File: src/rtl/adc_ctrl_pkg.sv
package adc_ctrl_pkg;
  localparam logic [1:0] A_MODE = 2'd0;
  localparam logic [1:0] A_CHAN = 2'd1;
  localparam logic [1:0] A_RES  = 2'd2;

  localparam int EN_BIT   = 7;
  localparam int TRIG_BIT = 6;
  localparam int CONT_BIT = 1;
  localparam int PD_BIT   = 0;

  typedef struct packed {
    logic en;
    logic trig;
    logic cont;
    logic pd;
  } mode_t;

  localparam mode_t MODE_RST = '{en: 1'b0, trig: 1'b0, cont: 1'b0, pd: 1'b1};
endpackage

File: src/rtl/adc_ctrl_regs.sv
module adc_ctrl_regs
  import adc_ctrl_pkg::*;
#(
  parameter int NCH  = 12,
  parameter int RES  = 10,
  parameter int CH_W = 4
) (
  input  logic            clk,
  input  logic            rst,
  input  logic            bus_wr,
  input  logic            bus_rd,
  input  logic [1:0]      bus_addr,
  input  logic [7:0]      bus_wdata,
  input  logic [RES-1:0]  result_q,
  output mode_t           mode_q,
  output logic [CH_W-1:0] ch_q,
  output logic            mode_wr,
  output logic            ch_wr,
  output logic            start_cmd,
  output logic            rd_res,
  output logic [RES-1:0]  bus_rdata
);
  logic [7:0] mode_byte;

  assign mode_wr   = bus_wr && (bus_addr == A_MODE);
  assign ch_wr     = bus_wr && (bus_addr == A_CHAN) && (int'(bus_wdata) < NCH);
  assign start_cmd = mode_wr && bus_wdata[EN_BIT] && !bus_wdata[TRIG_BIT] && !bus_wdata[PD_BIT];
  assign rd_res    = bus_rd && (bus_addr == A_RES);

  always_comb begin
    mode_byte           = '0;
    mode_byte[EN_BIT]   = mode_q.en;
    mode_byte[TRIG_BIT] = mode_q.trig;
    mode_byte[CONT_BIT] = mode_q.cont;
    mode_byte[PD_BIT]   = mode_q.pd;
  end

  always_ff @(posedge clk) begin
    if (rst) begin
      mode_q    <= MODE_RST;
      ch_q      <= '0;
      bus_rdata <= '0;
    end else begin
      if (mode_wr)
        mode_q <= '{en: bus_wdata[EN_BIT], trig: bus_wdata[TRIG_BIT],
                    cont: bus_wdata[CONT_BIT], pd: bus_wdata[PD_BIT]};
      if (ch_wr)
        ch_q <= bus_wdata[CH_W-1:0];
      if (bus_rd) begin
        case (bus_addr)
          A_MODE:  bus_rdata <= RES'(mode_byte);
          A_CHAN:  bus_rdata <= RES'(ch_q);
          A_RES:   bus_rdata <= result_q;
          default: bus_rdata <= '0;
        endcase
      end
    end
  end


  bad_chan_chk: assert property (@(posedge clk) disable iff (rst)
    (bus_wr && bus_addr == A_CHAN && int'(bus_wdata) >= NCH) |=> $stable(ch_q));
endmodule

File: src/rtl/adc_ctrl_stab.sv
module adc_ctrl_stab #(
  parameter int STAB_CYC = 625
) (
  input  logic clk,
  input  logic rst,
  input  logic pd,
  output logic ready
);
  localparam int SW = $clog2(STAB_CYC + 1);
  logic [SW-1:0] cnt;

  always_ff @(posedge clk) begin
    if (rst || pd)
      cnt <= '0;
    else if (cnt != SW'(STAB_CYC))
      cnt <= cnt + SW'(1);
  end

  assign ready = !pd && (cnt == SW'(STAB_CYC));


  ready_fall_chk: assert property (@(posedge clk) disable iff (rst)
    $fell(ready) |-> pd);
endmodule

File: src/rtl/adc_ctrl_seq.sv
module adc_ctrl_seq #(
  parameter int CONV_CYC = 10
) (
  input  logic clk,
  input  logic rst,
  input  logic en,
  input  logic pd,
  input  logic trig_mode,
  input  logic cont,
  input  logic ready,
  input  logic ext_trig,
  input  logic start_cmd,
  input  logic ch_wr,
  output logic busy,
  output logic done
);
  localparam int CNT_W = (CONV_CYC > 2) ? $clog2(CONV_CYC) : 1;
  localparam logic [CNT_W-1:0] LAST = CNT_W'(CONV_CYC - 1);

  logic [CNT_W-1:0] cnt;
  logic sw_req, run_ok, start;

  assign run_ok = en && !pd && ready;
  assign start  = !busy && run_ok && (sw_req || (trig_mode && ext_trig));
  assign done   = busy && run_ok && !ch_wr && (cnt == LAST);

  always_ff @(posedge clk) begin
    if (rst) begin
      busy   <= 1'b0;
      cnt    <= '0;
      sw_req <= 1'b0;
    end else begin
      sw_req <= start_cmd || (sw_req && !start && en);
      if (busy) begin
        if (!run_ok)
          busy <= 1'b0;
        else if (ch_wr)
          cnt <= '0;
        else if (cnt == LAST) begin
          cnt  <= '0;
          busy <= cont;
        end else
          cnt <= cnt + CNT_W'(1);
      end else if (start) begin
        busy <= 1'b1;
        cnt  <= '0;
      end
    end
  end


  abort_chk: assert property (@(posedge clk) disable iff (rst)
    !run_ok |=> !busy);

  restart_chk: assert property (@(posedge clk) disable iff (rst)
    (busy && run_ok && ch_wr) |=> (busy && cnt == '0));

  trig_ignored_chk: assert property (@(posedge clk) disable iff (rst)
    (busy && run_ok && !ch_wr && cnt != LAST) |=> (busy && cnt == $past(cnt) + CNT_W'(1)));

  start_clean_chk: assert property (@(posedge clk) disable iff (rst)
    $rose(busy) |-> cnt == '0);
endmodule

File: src/rtl/adc_ctrl_result.sv
module adc_ctrl_result #(
  parameter int RES = 10
) (
  input  logic           clk,
  input  logic           rst,
  input  logic           done,
  input  logic [RES-1:0] sample,
  input  logic           rd_res,
  input  logic           reg_wr,
  output logic [RES-1:0] result_q,
  output logic           eoc_irq
);
  logic [RES-1:0] hold;
  logic pend, irq_arm, wr_now;

  assign wr_now = (done || pend) && !rd_res;

  always_ff @(posedge clk) begin
    if (rst) begin
      result_q <= '0;
      hold     <= '0;
      pend     <= 1'b0;
      irq_arm  <= 1'b0;
      eoc_irq  <= 1'b0;
    end else begin
      if (done)
        hold <= sample;
      if (wr_now)
        result_q <= done ? sample : hold;
      pend    <= (done || pend) && rd_res;
      irq_arm <= wr_now;
      eoc_irq <= irq_arm && !reg_wr;
    end
  end


  read_first_chk: assert property (@(posedge clk) disable iff (rst)
    rd_res |=> $stable(result_q));

  irq_pulse_chk: assert property (@(posedge clk) disable iff (rst)
    eoc_irq |=> !eoc_irq);
endmodule

File: src/rtl/adc_ctrl.sv
module adc_ctrl
  import adc_ctrl_pkg::*;
#(
  parameter int NCH      = 12,
  parameter int RES      = 10,
  parameter int CONV_CYC = 10,
  parameter int CLK_MHZ  = 125,
  parameter int STAB_US  = 5,
  parameter int STAB_CYC = CLK_MHZ * STAB_US
) (
  input  logic               clk,
  input  logic               rst,
  input  logic               bus_wr,
  input  logic               bus_rd,
  input  logic [1:0]         bus_addr,
  input  logic [7:0]         bus_wdata,
  output logic [RES-1:0]     bus_rdata,
  input  logic               ext_trig,
  input  logic [NCH*RES-1:0] ana_in,
  output logic               busy,
  output logic               comp_ready,
  output logic               eoc_irq
);
  localparam int CH_W = $clog2(NCH);

  mode_t           mode_q;
  logic [CH_W-1:0] ch_q;
  logic [RES-1:0]  result_q, sample;
  logic mode_wr, ch_wr, start_cmd, rd_res, done;

  assign sample = ana_in[int'(ch_q)*RES +: RES];

  adc_ctrl_regs #(.NCH(NCH), .RES(RES), .CH_W(CH_W)) u_regs (
    .clk(clk), .rst(rst), .bus_wr(bus_wr), .bus_rd(bus_rd), .bus_addr(bus_addr),
    .bus_wdata(bus_wdata), .result_q(result_q), .mode_q(mode_q), .ch_q(ch_q),
    .mode_wr(mode_wr), .ch_wr(ch_wr), .start_cmd(start_cmd), .rd_res(rd_res),
    .bus_rdata(bus_rdata));

  adc_ctrl_stab #(.STAB_CYC(STAB_CYC)) u_stab (
    .clk(clk), .rst(rst), .pd(mode_q.pd), .ready(comp_ready));

  adc_ctrl_seq #(.CONV_CYC(CONV_CYC)) u_seq (
    .clk(clk), .rst(rst), .en(mode_q.en), .pd(mode_q.pd), .trig_mode(mode_q.trig),
    .cont(mode_q.cont), .ready(comp_ready), .ext_trig(ext_trig), .start_cmd(start_cmd),
    .ch_wr(ch_wr), .busy(busy), .done(done));

  adc_ctrl_result #(.RES(RES)) u_res (
    .clk(clk), .rst(rst), .done(done), .sample(sample), .rd_res(rd_res),
    .reg_wr(mode_wr || ch_wr), .result_q(result_q), .eoc_irq(eoc_irq));
endmodule

File: config.mk
export PLATFORM = sky130hd
export DESIGN_NAME = adc_ctrl
export DESIGN_NICKNAME = d
export VERILOG_FILES = /design/src/rtl/adc_ctrl_pkg.sv /design/src/rtl/adc_ctrl_regs.sv /design/src/rtl/adc_ctrl_stab.sv /design/src/rtl/adc_ctrl_seq.sv /design/src/rtl/adc_ctrl_result.sv /design/src/rtl/adc_ctrl.sv
export SDC_FILE = /design/constraint.sdc
export NUM_CORES = 1
export LEC_CHECK = 0
export BUFFER_PORTS_ARGS = -buffer_cell sky130_fd_sc_hd__buf_2
export CORE_ASPECT_RATIO = 1.2
export CORE_MARGIN = 2
export CORE_UTILIZATION = 49
export DETAILED_ROUTE_END_ITERATION = 8
export HOLD_SLACK_MARGIN = 0.02
export MAX_ROUTING_LAYER = met4
export PLACE_DENSITY = 0.81
export SLEW_MARGIN = 20
export SYNTH_ARGS = -nofsm -noshare
export SYNTH_HDL_FRONTEND = slang
export SYNTH_SLANG_ARGS = --single-unit
File: constraint.sdc
create_clock -name clk -period 2.3 [get_ports clk]
set_input_delay 0.46 -clock clk [delete_from_list [all_inputs] [get_ports clk]]
set_output_delay 0.46 -clock clk [all_outputs]
set_load 0.05 [all_outputs]
After elaboration in Yosys (flattened, before gate mapping):

Index checks and enable logic that the tools add are counted.

* output and inout bits: 13
* memories kept: 0
* bits of input ports: 135
* bits in read-only memories: 0
* register bits after elaboration: 57
* word-level logic and storage cells: 75
* bits in latches: 0
* RAM bits: 0

* add/sub/neg operators: 2
* shifts and indexed selects: 1
* magnitude comparators: 1
* reduce and logical (&&, ||, !) cells: 37
* multiply operators: 1
* equal/unequal tests: 6
* bitwise operators: 0
* muxes and demuxes: 12
* divide/modulo/power cells: 0

Operators by type and width (count)
* indexed part select 120 x 9 -> 10 bit: 1
* case mux 10 bit (3 select lines): 1
* logical AND 1 bit: 21
* two-way mux 4 bit: 5
* adder 10 x 1 -> 10 bit, second input constant: 1
* equality test 10 bit, second input constant: 1
* two-way mux 10 bit: 1
* != test 10 bit, second input constant: 1
* logical NOT 1 bit: 8
* < comparator 8 x 4 -> 1 bit, second input constant: 1
* multiplier 4 x 3 -> 7 bit, second input constant: 1
* logical OR 1 bit: 5
* two-way mux 1 bit: 5
* adder 4 x 1 -> 4 bit, second input constant: 1
* equality test 4 bit, second input constant: 1
* equality test 2 x 1 -> 1 bit, second input constant: 1
* equality test 2 bit, second input constant: 1
* logical NOT 2 bit: 1
* != test 2 bit, second input constant: 1
* AND reduction 2 bit: 1
* nonzero test 2 bit: 1

Depth between registers and ports, before layout:

Gate-level depths: netlist of the first run.

* word-level depth: 9
* gate-level depth with buffers: 9
* depth with buffers taken out: 7

Modules after synthesis:

From an unflattened synthesis of the first run, not the netlist that was laid out.

* cell total of the unflattened synthesis: 353
* area, all modules: 3533.4 µm²

Modules (own cells, without submodules)
* adc_ctrl: area an instance 1019.7 µm², cells an instance 94, seq. area each 0.0 µm², times used 1
* adc_ctrl_regs: area an instance 854.6 µm², cells an instance 91, seq. area each 360.3 µm², times used 1
* adc_ctrl_result: area an instance 829.5 µm², cells an instance 73, seq. area each 460.4 µm², times used 1
* adc_ctrl_stab: area an instance 486.7 µm², cells an instance 56, seq. area each 200.2 µm², times used 1
* adc_ctrl_seq: area an instance 342.8 µm², cells an instance 39, seq. area each 120.1 µm², times used 1

Worst setup path before layout of the first run:

No wires, ideal clock.

* kind: register to output
* from: register u_stab.cnt[0]
* to: output port comp_ready
* required time: 1.840 ns
* path buffers: 1
* stages on the path, launching flop included: 6
* path slack: 0.243 ns
* arrival time: 1.597 ns
* cells stage by stage: dfxtp_1 -> ha_1 -> nor2b_1 -> nand3_2 -> buf_6 -> nor2_1

* longest elaborated chain between the ends: 2

Ends and longest elaborated chain
* from (decl): line adc_ctrl_stab.sv:10 `logic [SW-1:0] cnt;`
* from (signal assigned): line adc_ctrl_stab.sv:16 `cnt <= cnt + SW'(1);`
* equality test 10 bit: line adc_ctrl_stab.sv:19 `assign ready = !pd && (cnt == SW'(STAB_CYC));`
* logical AND 1 bit: line adc_ctrl_stab.sv:19
* to (decl): line adc_ctrl.sv:21 `output logic comp_ready,`

No other way between the ends.

Worst setup path after layout of the first run:

Same ends and word-level chain as after synthesis.

==> impl_metrics.py, run 1 <==
metrics = {
    "setup_path": {
        "critPathMaxFanout": 5,
        "r2r_slack_ns": 0.31,
        "critPathCaptureType": "primary output",
        "cp-start-kind": "flip-flop",
        "crit_type": "flip-flop to primary output",
        "required_ns": 1.84,
        "crit_slowest_cell": "dfxtp_1",
        "arrival_ns": 1.65,
        "worstPathCellList": "ha_1 -> nor2b_1 -> nand3_2 -> nor2_1 -> buf_2",
        "cpPeakStageDelay_ns": 0.40,
    },
    "detailed_routing": {
        "wl_met3_um": 813,
        "wl_met1_um": 4020,
        "wl_um": 10600,
        "drt_iter0_drc": 303,
        "route.met2.wl_um": 5470,
        "vias": 3721,
        "top_layer_used": "met4",
        "vias_per_cell": 5.72,
        "wire_per_inst_um": 16.4,
        "drc": 0,
        "ant_nets": 0,
        "drt-pass1-iter-count": 5,
    },
    "die": {
        "io_pins": 148,
        "core_area_um2": 7190,
        "initial_core_util_pct": 50.0,
        "die_area_um2": 8030,
        "row_count": 34,
        "die_x_um": 82.2,
        "die_height_um": 97.8,
    },
    "grt": {
        "track_usage_pct": 26.7,
        "antenna_found_initial": 1,
        "grt_pass1_vias": 3536,
        "grt_pass1_wl_um": 16100,
        "grt_start_max_net_pins": 41,
        "globalRouteOverflowTotal": 0,
    },
    "yosys": {
        "yosys.cell_types.count": 47,
        "syn_area_um2": 3590,
        "synthTopCellsByArea": "dfxtp_1 32%, mux2i_1 21%, nand3_1 5.0%",
        "yosysWarnings": 0,
        "netlist.area_leader.share_pct": 31.8,
        "synth_top_cells_by_count": "74 x mux2i_1, 57 x dfxtp_1, 38 x nor2_1",
        "ys_ff_latch": 57,
        "ys_seq_area_share_pct": 31.8,
        "synth_area_per_cell_um2": 8.59,
        "async_flop_share_pct": 0,
        "syn-num-nets": 557,
        "synth-main-ff-cell": "dfxtp_1",
        "synth_most_common_cell": "mux2i_1",
        "synth-edff-count": 0,
        "synth_top_area_cell": "dfxtp_1",
        "postSynthCellCount": 418,
    },
    "layout": {
        "utilization_pct": 63.1,
        "final_cells": 651,
        "layout-drive-gt1-share_pct": 35.2,
        "fin_nets": 695,
        "syn_to_final_growth_pct": 26.3,
        "finish.instance_area_um2": 4540,
    },
    "power_and_ir_drop": {
        "powerDensity_nw_per_um2": 453,
        "pwr-share-seq_pct": 48.7,
        "power_mw": 2.06,
        "p_int_mw": 1.54,
        "peakVddDrop_uv": 371,
        "p_sw_share_pct": 25.2,
        "leakagePower_nw": 1.80,
        "power.switching_mw": 0.519,
        "p_clk_share_pct": 38.2,
        "p_comb_share_pct": 13.0,
    },
    "clock_network": {
        "clk_latency_ns": 0.34,
        "cts_setup_buffers": 0,
        "cts-buffers-inserted": 9,
        "cts_buffer_depth": 2,
        "clk_pin_slew_ns": 0.06,
        "root_buffer": "clkbuf_8",
        "cts_htree_levels": 3,
        "cts_tree": "yes",
        "ctsHoldBuffers": 0,
        "clkSinkCount": 57,
        "cts_resized": 0,
    },
    "sta": {
        "report.final.setup_viol": 0,
        "maxSlewHeadroom_pct": 57.8,
        "rsz0062_at_grt": "no",
        "tightest_slew_ns": 0.631,
        "hold_ws_ns": 0.376,
        "finalSetupTns_ns": 0,
        "post-route-period-util_pct": 91.6,
        "drv_slew": 0,
        "hold_violations": 0,
        "fin_crit_ns": 2.11,
        "finalClockSkew_ns": 0.00533,
        "fin_ws_ns": 0.194,
        "max_freq_mhz": 475,
    },
    "place": {
        "pre_cts_slack_ns": 0.284,
        "dp_hpwl_um": 8370,
        "gp_congestion": 0.907,
        "place_area_um2": 4370,
        "portBuffers": 147,
        "dp.cells": 635,
    },
    "min_path": {
        "hp-class": "input port to flip-flop",
    },
    "run_status": {
        "outcome": "completed",
    },
    "job": {
        "cap_viol_max_count": 0,
    },
}
-- per-layer routing --
metal	up-vias	GRT usage [%]
met1	1723	27.7
met3	32	6.75
met2	163	47.0
met5	-	-
met4	0	10.9
li1	1803	-
-- logic make-up after synthesis --
kind of cell             after synthesis  share of synthesized area, %
AO/OA/AOI/OAI                         83                          15.3
XOR/XNOR                               7                          1.71
adder cells (fa/ha/maj)                4                          1.39
buffers and inverters                 35                          5.29
flip-flops                            57                          31.8
multiplexers                          75                          20.9
AND/OR/NAND/NOR                      157                          23.6
-- path summary, 6_finish.rpt --
path / endpoint / from / depth (start not counted)
setup / recovery: comp_ready / u_stab.cnt[0] / 5
setup reg to reg: u_res.result_q[7] / u_stab.cnt[0] / 6
hold reg to reg: u_res.hold[5] / u_res.hold[5] / 2
hold / removal: u_regs.mode_q[0] / bus_wdata[0] / 2
-- state kept, by name, summed over array words and instances, names as in the netlist --
signal            cells
u_regs.mode_q         4
u_seq.sw_req          1
u_seq.busy            1
u_seq.cnt             4
u_regs.ch_q           4
u_res.result_q       10
u_res.irq_arm         1
u_res.eoc_irq         1
u_regs.bus_rdata     10
u_res.hold           10
u_stab.cnt           10
u_res.pend            1
-- layout by cell type (no fill, tap or decap), drive strengths merged, types with 3 or more instances in the layout --
cell and instances:
a211oi 6, a21oi 29, a22oi 13, a31o 10, a31oi 11, and2 3
and3 4, buf 158, clkbuf 11, clkinv 4, dfxtp 57, ha 4
inv 4, mux2i 74, nand2 38, nand3 37, nor2 38, nor2b 11
nor3 7, nor4b 3, o22ai 10, xor2 5
-- layout make-up --
| type | count | area, um2 |
|---|---|---|
| sequential | 57 | 1140 |
| inverter | 4 | 15.0 |
| timing repair buffer | 158 | 843 |
| tap | 90 | 113 |
| fill | 612 | 2650 |
| clock buffer | 11 | 141 |
| antenna | 1 | 2.50 |
| clock inverter | 4 | 20.0 |
| multi-input combinational | 326 | 2260 |
-- critical path: cells and delay by family, from the launching register on --
| kind | cells | cell delay [ns] |
|---|---|---|
| and+or+nand+nor | 3 | 0.47 |
| adders and majority gates | 1 | 0.17 |
| buffers and inverters | 1 | 0.27 |
| DFF | 1 | 0.40 |
-- power by group through the flow --
| stage | Combinational (mW) | Clock, mW | Sequential (mW) |
|---|---|---|---|
| finish | 0.268 | 0.786 | 1.00 |
| CTS | 0.267 | 0.800 | 1.00 |
| detailed placement | 0.266 | 0 | 1.02 |
| global placement | 0.260 | 0 | 1.02 |
| global route | 0.291 | 0.846 | 1.00 |
| floorplan | 0.105 | 0 | 1.04 |
Note: power is estimated with default switching activity, not from simulation.
==> run 2, diff against run 1 <==
--- a/config.mk
+++ b/config.mk
@@ -5,14 +5,14 @@
 export SDC_FILE = /design/constraint.sdc
 export NUM_CORES = 1
 export LEC_CHECK = 0
-export BUFFER_PORTS_ARGS = -buffer_cell sky130_fd_sc_hd__buf_2
 export CORE_ASPECT_RATIO = 1.2
 export CORE_MARGIN = 2
-export CORE_UTILIZATION = 49
+export CORE_UTILIZATION = 69
 export DETAILED_ROUTE_END_ITERATION = 8
-export HOLD_SLACK_MARGIN = 0.02
+export DONT_BUFFER_PORTS = 1
+export HOLD_SLACK_MARGIN = 0.15
 export MAX_ROUTING_LAYER = met4
-export PLACE_DENSITY = 0.81
+export PLACE_DENSITY = 0.85
 export SLEW_MARGIN = 20
 export SYNTH_ARGS = -nofsm -noshare
 export SYNTH_HDL_FRONTEND = slang
==> constraint.sdc (replaced) <==
create_clock -name clk -period 2.6 [get_ports clk]
set_input_delay 0.52 -clock clk [delete_from_list [all_inputs] [get_ports clk]]
set_output_delay 0.52 -clock clk [all_outputs]
set_load 0.05 [all_outputs]
==> impl_metrics.py, run 2 (synthesized netlist as in run 1, its figures left out) <==
metrics = {
    "run_status": {
        "outcome": "completed",
    },
    "power_and_ir_drop": {
        "p_comb_share_pct": 4.9,
        "power_mw": 1.88,
        "p_sw_share_pct": 22.4,
        "leakagePower_nw": 1.19,
        "powerDensity_nw_per_um2": 502,
        "pwr-share-seq_pct": 47.8,
        "p_int_mw": 1.46,
        "p_clk_share_pct": 47.3,
        "peakVddDrop_uv": 486,
        "power.switching_mw": 0.423,
    },
    "sta": {
        "max_freq_mhz": 425,
        "fin_crit_ns": 2.35,
        "post-route-period-util_pct": 90.6,
        "report.final.setup_viol": 0,
        "drv_slew": 0,
        "rsz0062_at_grt": "no",
        "hold_violations": 0,
        "maxSlewHeadroom_pct": 51.9,
        "tightest_slew_ns": 0.720,
        "finalSetupTns_ns": 0,
        "finalClockSkew_ns": 0.00410,
        "fin_ws_ns": 0.245,
    },
    "grt": {
        "grt_pass1_vias": 3160,
        "track_usage_pct": 34.3,
        "grt_start_max_net_pins": 49,
        "antenna_found_initial": 1,
        "grt_pass1_wl_um": 15500,
        "globalRouteOverflowTotal": 0,
    },
    "detailed_routing": {
        "vias": 3167,
        "route.met2.wl_um": 4750,
        "top_layer_used": "met4",
        "drt-pass1-iter-count": 5,
        "ant_nets": 0,
        "wire_per_inst_um": 20.5,
        "wl_met1_um": 3640,
        "drc": 0,
        "vias_per_cell": 6.75,
        "drt_iter0_drc": 224,
        "wl_um": 9630,
        "wl_met3_um": 1040,
    },
    "setup_path": {
        "cpPeakStageDelay_ns": 0.41,
        "critPathMaxFanout": 12,
        "crit_type": "flip-flop to primary output",
        "critPathCaptureType": "primary output",
        "arrival_ns": 1.83,
        "reg2reg_from": "u_seq.busy",
        "rr_worst_depth": 5,
        "required_ns": 2.08,
        "r2r_end": "u_res.result_q[1]",
        "r2r_slack_ns": 0.47,
        "worstPathCellList": "ha_1 -> nor2b_1 -> nand3_2 -> nor2_1 -> buf_4",
        "crit_slowest_cell": "dfxtp_1",
        "cp-endpoint": "comp_ready",
        "critical_path.startpoint": "u_stab.cnt[0]",
        "cp-start-kind": "flip-flop",
    },
    "place": {
        "pre_cts_slack_ns": 0.498,
        "portBuffers": 0,
        "dp_hpwl_um": 7310,
        "gp_congestion": 0.896,
    },
    "clock_network": {
        "root_buffer": "clkbuf_8",
        "cts_resized": 0,
        "clkSinkCount": 57,
        "ctsHoldBuffers": 0,
        "cts_tree": "yes",
        "cts_buffer_depth": 2,
        "clk_pin_slew_ns": 0.06,
        "cts_setup_buffers": 0,
        "cts-buffers-inserted": 9,
        "clk_latency_ns": 0.34,
        "cts_htree_levels": 3,
    },
    "min_path": {
        "hp-class": "input port to flip-flop",
    },
    "layout": {
        "final_common_cell": "mux2i_1",
        "multi_input_area_um2": 2260,
        "fillers": 375,
        "mostFrequentLayoutCells": "74 x mux2i_1, 56 x dfxtp_1, 38 x nor2_1",
        "layout-drive-gt1-share_pct": 10.8,
        "syn_to_final_growth_pct": 4.42,
        "seq_area_um2": 1140,
        "fin_nets": 541,
    },
    "job": {
        "cap_viol_max_count": 0,
    },
    "die": {
        "die_height_um": 83.0,
        "die_x_um": 69.9,
        "io_pins": 148,
        "die_area_um2": 5800,
        "initial_core_util_pct": 72.2,
        "row_count": 28,
        "core_area_um2": 4970,
    },
}
## run 2: changes by cell type in the layout (fill, tap and decap cells not counted)
| cell | delta |
|---|---|
| clkinvlp_4 | +1 |
| bufinv_16 | +2 |
| buf_2 | -147 |
| diode_2 | +1 |
| clkbuf_8 | -1 |
| buf_12 | -1 |
| buf_4 | -6 |
| clkinv_2 | -1 |
## run 2: stage by stage
stage / utilization (%) / hold WS [ns] / cell area (um2) / instances
floorplan: - / 0.431 / 3590 / 418
global placement: 71.1 / 0.435 / 3540 / 451
detailed placement: 71.1 / 0.440 / 3540 / 451
CTS: 75.3 / 0.229 / 3750 / 467
global route: 75.4 / 0.231 / 3750 / 468
finish: 75.4 / 0.244 / 3750 / 469
## run 2: how the worst min path moves through the flow
| stage | startpoint | to | slack [ns] | cells after the start |
|---|---|---|---|---|
| final | rst | u_res.result_q[6] | 0.24 | 1 |
| after global routing | rst | u_regs.ch_q[1] | 0.23 | 1 |
| after CTS | rst | u_regs.ch_q[2] | 0.23 | 1 |
| after detailed placement | u_res.hold[1] | u_res.hold[1] | 0.44 | 2 |
| after global placement | u_res.hold[9] | u_res.hold[9] | 0.43 | 2 |
| after floorplan | u_res.irq_arm | u_res.eoc_irq | 0.43 | 1 |
## run 2: power by group through the flow
stage	sequential [mW]	combinational (mW)	clock, mW
6_report	0.900	0.0928	0.892
5_1_grt	0.900	0.102	0.941
4_1_cts	0.900	0.0917	0.897
3_5_place_dp	0.919	0.0915	0
3_3_place_gp	0.919	0.0896	0
2_1_floorplan	0.916	0.0927	0
## run 2: layout make-up
cell class,count,share of cell area (%)
multi-input cells,326,60.3
clock inverters,6,2.20
clock buffers,10,3.40
flip-flops and latches,57,30.5
inverters,4,0.400
well taps,60,2.00
repair buffers,4,1.13
diodes,2,0.133
## run 2: critical path: cells and delay by family (launching register included)
| kind | cells | cell delay [ns] |
|---|---|---|
| buffers and inverters | 1 | 0.22 |
| adder cells (fa/ha/maj) | 1 | 0.17 |
| flip-flops | 1 | 0.41 |
| AND/OR/NAND/NOR | 3 | 0.69 |
## run 2: routing by layer
metal,vias to the layer above,track usage [%]
met2,165,54.5
li1,1503,-
met3,20,13.3
met5,-,-
met4,0,12.2
met1,1479,39.3
==> run 3, diff against run 2 <==
--- a/config.mk
+++ b/config.mk
@@ -6,7 +6,6 @@
 export NUM_CORES = 1
 export LEC_CHECK = 0
 export CORE_ASPECT_RATIO = 1.2
-export CORE_MARGIN = 2
 export CORE_UTILIZATION = 69
 export DETAILED_ROUTE_END_ITERATION = 8
 export DONT_BUFFER_PORTS = 1
==> impl_metrics.py, run 3 (synthesized netlist as in run 1, its figures left out) <==
metrics = {
    "setup_path": {
        "worstPathCellList": "ha_1 -> nor2b_1 -> nand3_2 -> nor2_1 -> buf_4",
        "critical_path.startpoint": "u_stab.cnt[0]",
        "rr_worst_depth": 6,
        "critPathMaxFanout": 12,
        "reg2reg_from": "u_stab.cnt[0]",
        "required_ns": 2.08,
        "r2r_slack_ns": 0.29,
        "crit_slowest_cell": "dfxtp_1",
        "cp-start-kind": "flip-flop",
        "r2r_end": "u_res.hold[5]",
        "arrival_ns": 1.91,
        "critPathCaptureType": "primary output",
        "crit_type": "flip-flop to primary output",
        "cpPeakStageDelay_ns": 0.42,
    },
    "sta": {
        "tightest_slew_ns": 0.760,
        "report.final.setup_viol": 0,
        "max_freq_mhz": 411,
        "maxSlewHeadroom_pct": 49.2,
        "hold_ws_ns": 0.233,
        "fin_crit_ns": 2.43,
        "rsz0062_at_grt": "no",
        "finalClockSkew_ns": 0.0140,
        "drv_slew": 0,
        "post-route-period-util_pct": 93.7,
        "hold_violations": 0,
        "finalSetupTns_ns": 0,
    },
    "grt": {
        "grt_start_max_net_pins": 49,
        "track_usage_pct": 38.9,
        "antenna_found_initial": 0,
        "grt_pass1_wl_um": 15100,
        "grt_pass1_vias": 3083,
        "globalRouteOverflowTotal": 0,
    },
    "clock_network": {
        "cts-buffers-inserted": 9,
        "clk_pin_slew_ns": 0.08,
        "cts_setup_buffers": 0,
        "cts_htree_levels": 3,
        "clkSinkCount": 57,
        "cts_tree": "yes",
        "cts_buffer_depth": 2,
        "ctsHoldBuffers": 0,
        "clk_latency_ns": 0.35,
        "cts_resized": 0,
        "root_buffer": "clkbuf_8",
    },
    "job": {
        "cap_viol_max_count": 0,
    },
    "layout": {
        "final_common_cell": "mux2i_1",
        "layout-drive-gt1-share_pct": 10.6,
        "fillers": 368,
        "fin_nets": 541,
        "mostFrequentLayoutCells": "74 x mux2i_1, 56 x dfxtp_1, 38 x nor2_1",
        "finish.instance_area_um2": 3710,
        "syn_to_final_growth_pct": 3.27,
        "diodes": 0,
    },
    "die": {
        "die_height_um": 81.0,
        "initial_core_util_pct": 72.2,
        "die_x_um": 67.9,
        "core_area_um2": 4970,
        "io_pins": 148,
        "row_count": 28,
        "die_area_um2": 5500,
    },
    "detailed_routing": {
        "drt_iter0_drc": 301,
        "vias": 3180,
        "wl_um": 9950,
        "drc": 0,
        "wire_per_inst_um": 21.3,
        "drt-pass1-iter-count": 5,
        "vias_per_cell": 6.81,
        "ant_nets": 0,
    },
    "min_path": {
        "hp-class": "input port to flip-flop",
        "min_to": "u_res.result_q[6]",
        "hold_depth": 1,
        "hp-start": "rst",
    },
    "place": {
        "portBuffers": 0,
        "gp_congestion": 0.931,
        "dp_hpwl_um": 7410,
        "place_area_um2": 3540,
    },
    "power_and_ir_drop": {
        "powerDensity_nw_per_um2": 472,
        "peakVddDrop_uv": 614,
        "leakagePower_nw": 1.17,
    },
    "run_status": {
        "outcome": "completed",
    },
}
## run 3: worst max path at each step
stage	endpoint	slack (ns)
3_5_place_dp	u_res.result_q[8]	0.42
2_1_floorplan	comp_ready	0.48
6_report	comp_ready	0.17
3_3_place_gp	u_res.result_q[7]	0.56
4_1_cts	comp_ready	0.16
5_1_grt	comp_ready	0.04
## run 3: metal layers
metal	share of wire, %	wire length, um	track usage, %
met1	38	3820	44.6
met2	47	4730	61.4
met3	11	1070	12.5
met4	3.4	342	17.5
met5	0	0	-
## run 3: final cells by class
cell class | count | area [um2] | area share [%]
Inverter | 4 | 15.0 | 0.405
Clock buffer | 13 | 159 | 4.28
Clock inverter | 3 | 15.0 | 0.405
Multi-Input combinational cell | 326 | 2260 | 60.9
Timing Repair Buffer | 4 | 42.5 | 1.15
Sequential cell | 57 | 1140 | 30.8
Tap cell | 60 | 75.1 | 2.02
## run 3: report_power, final
part	total, mW	switching [mW]	internal, mW
logic	0.0931	0.0455	0.0476
clock network	0.758	0.365	0.393
registers	0.900	0.0203	0.880
## run 3: critical path, delay by kind of cell (launching register included)
| kind | cells | cell delay (ns) |
|---|---|---|
| flops | 1 | 0.42 |
| buf+inv | 1 | 0.22 |
| fa+ha+maj | 1 | 0.18 |
| simple gates | 3 | 0.74 |
## run 3: through the flow
stage	cells	setup slack (ns)	power [mW]	util [%]
after detailed placement	451	0.422	1.01	71.1
after CTS	467	0.160	1.74	74.6
after global routing	467	0.0379	1.79	74.6
after global placement	451	0.562	1.01	71.1
final	467	0.165	1.75	74.6
after floorplan	418	0.483	1.01	-
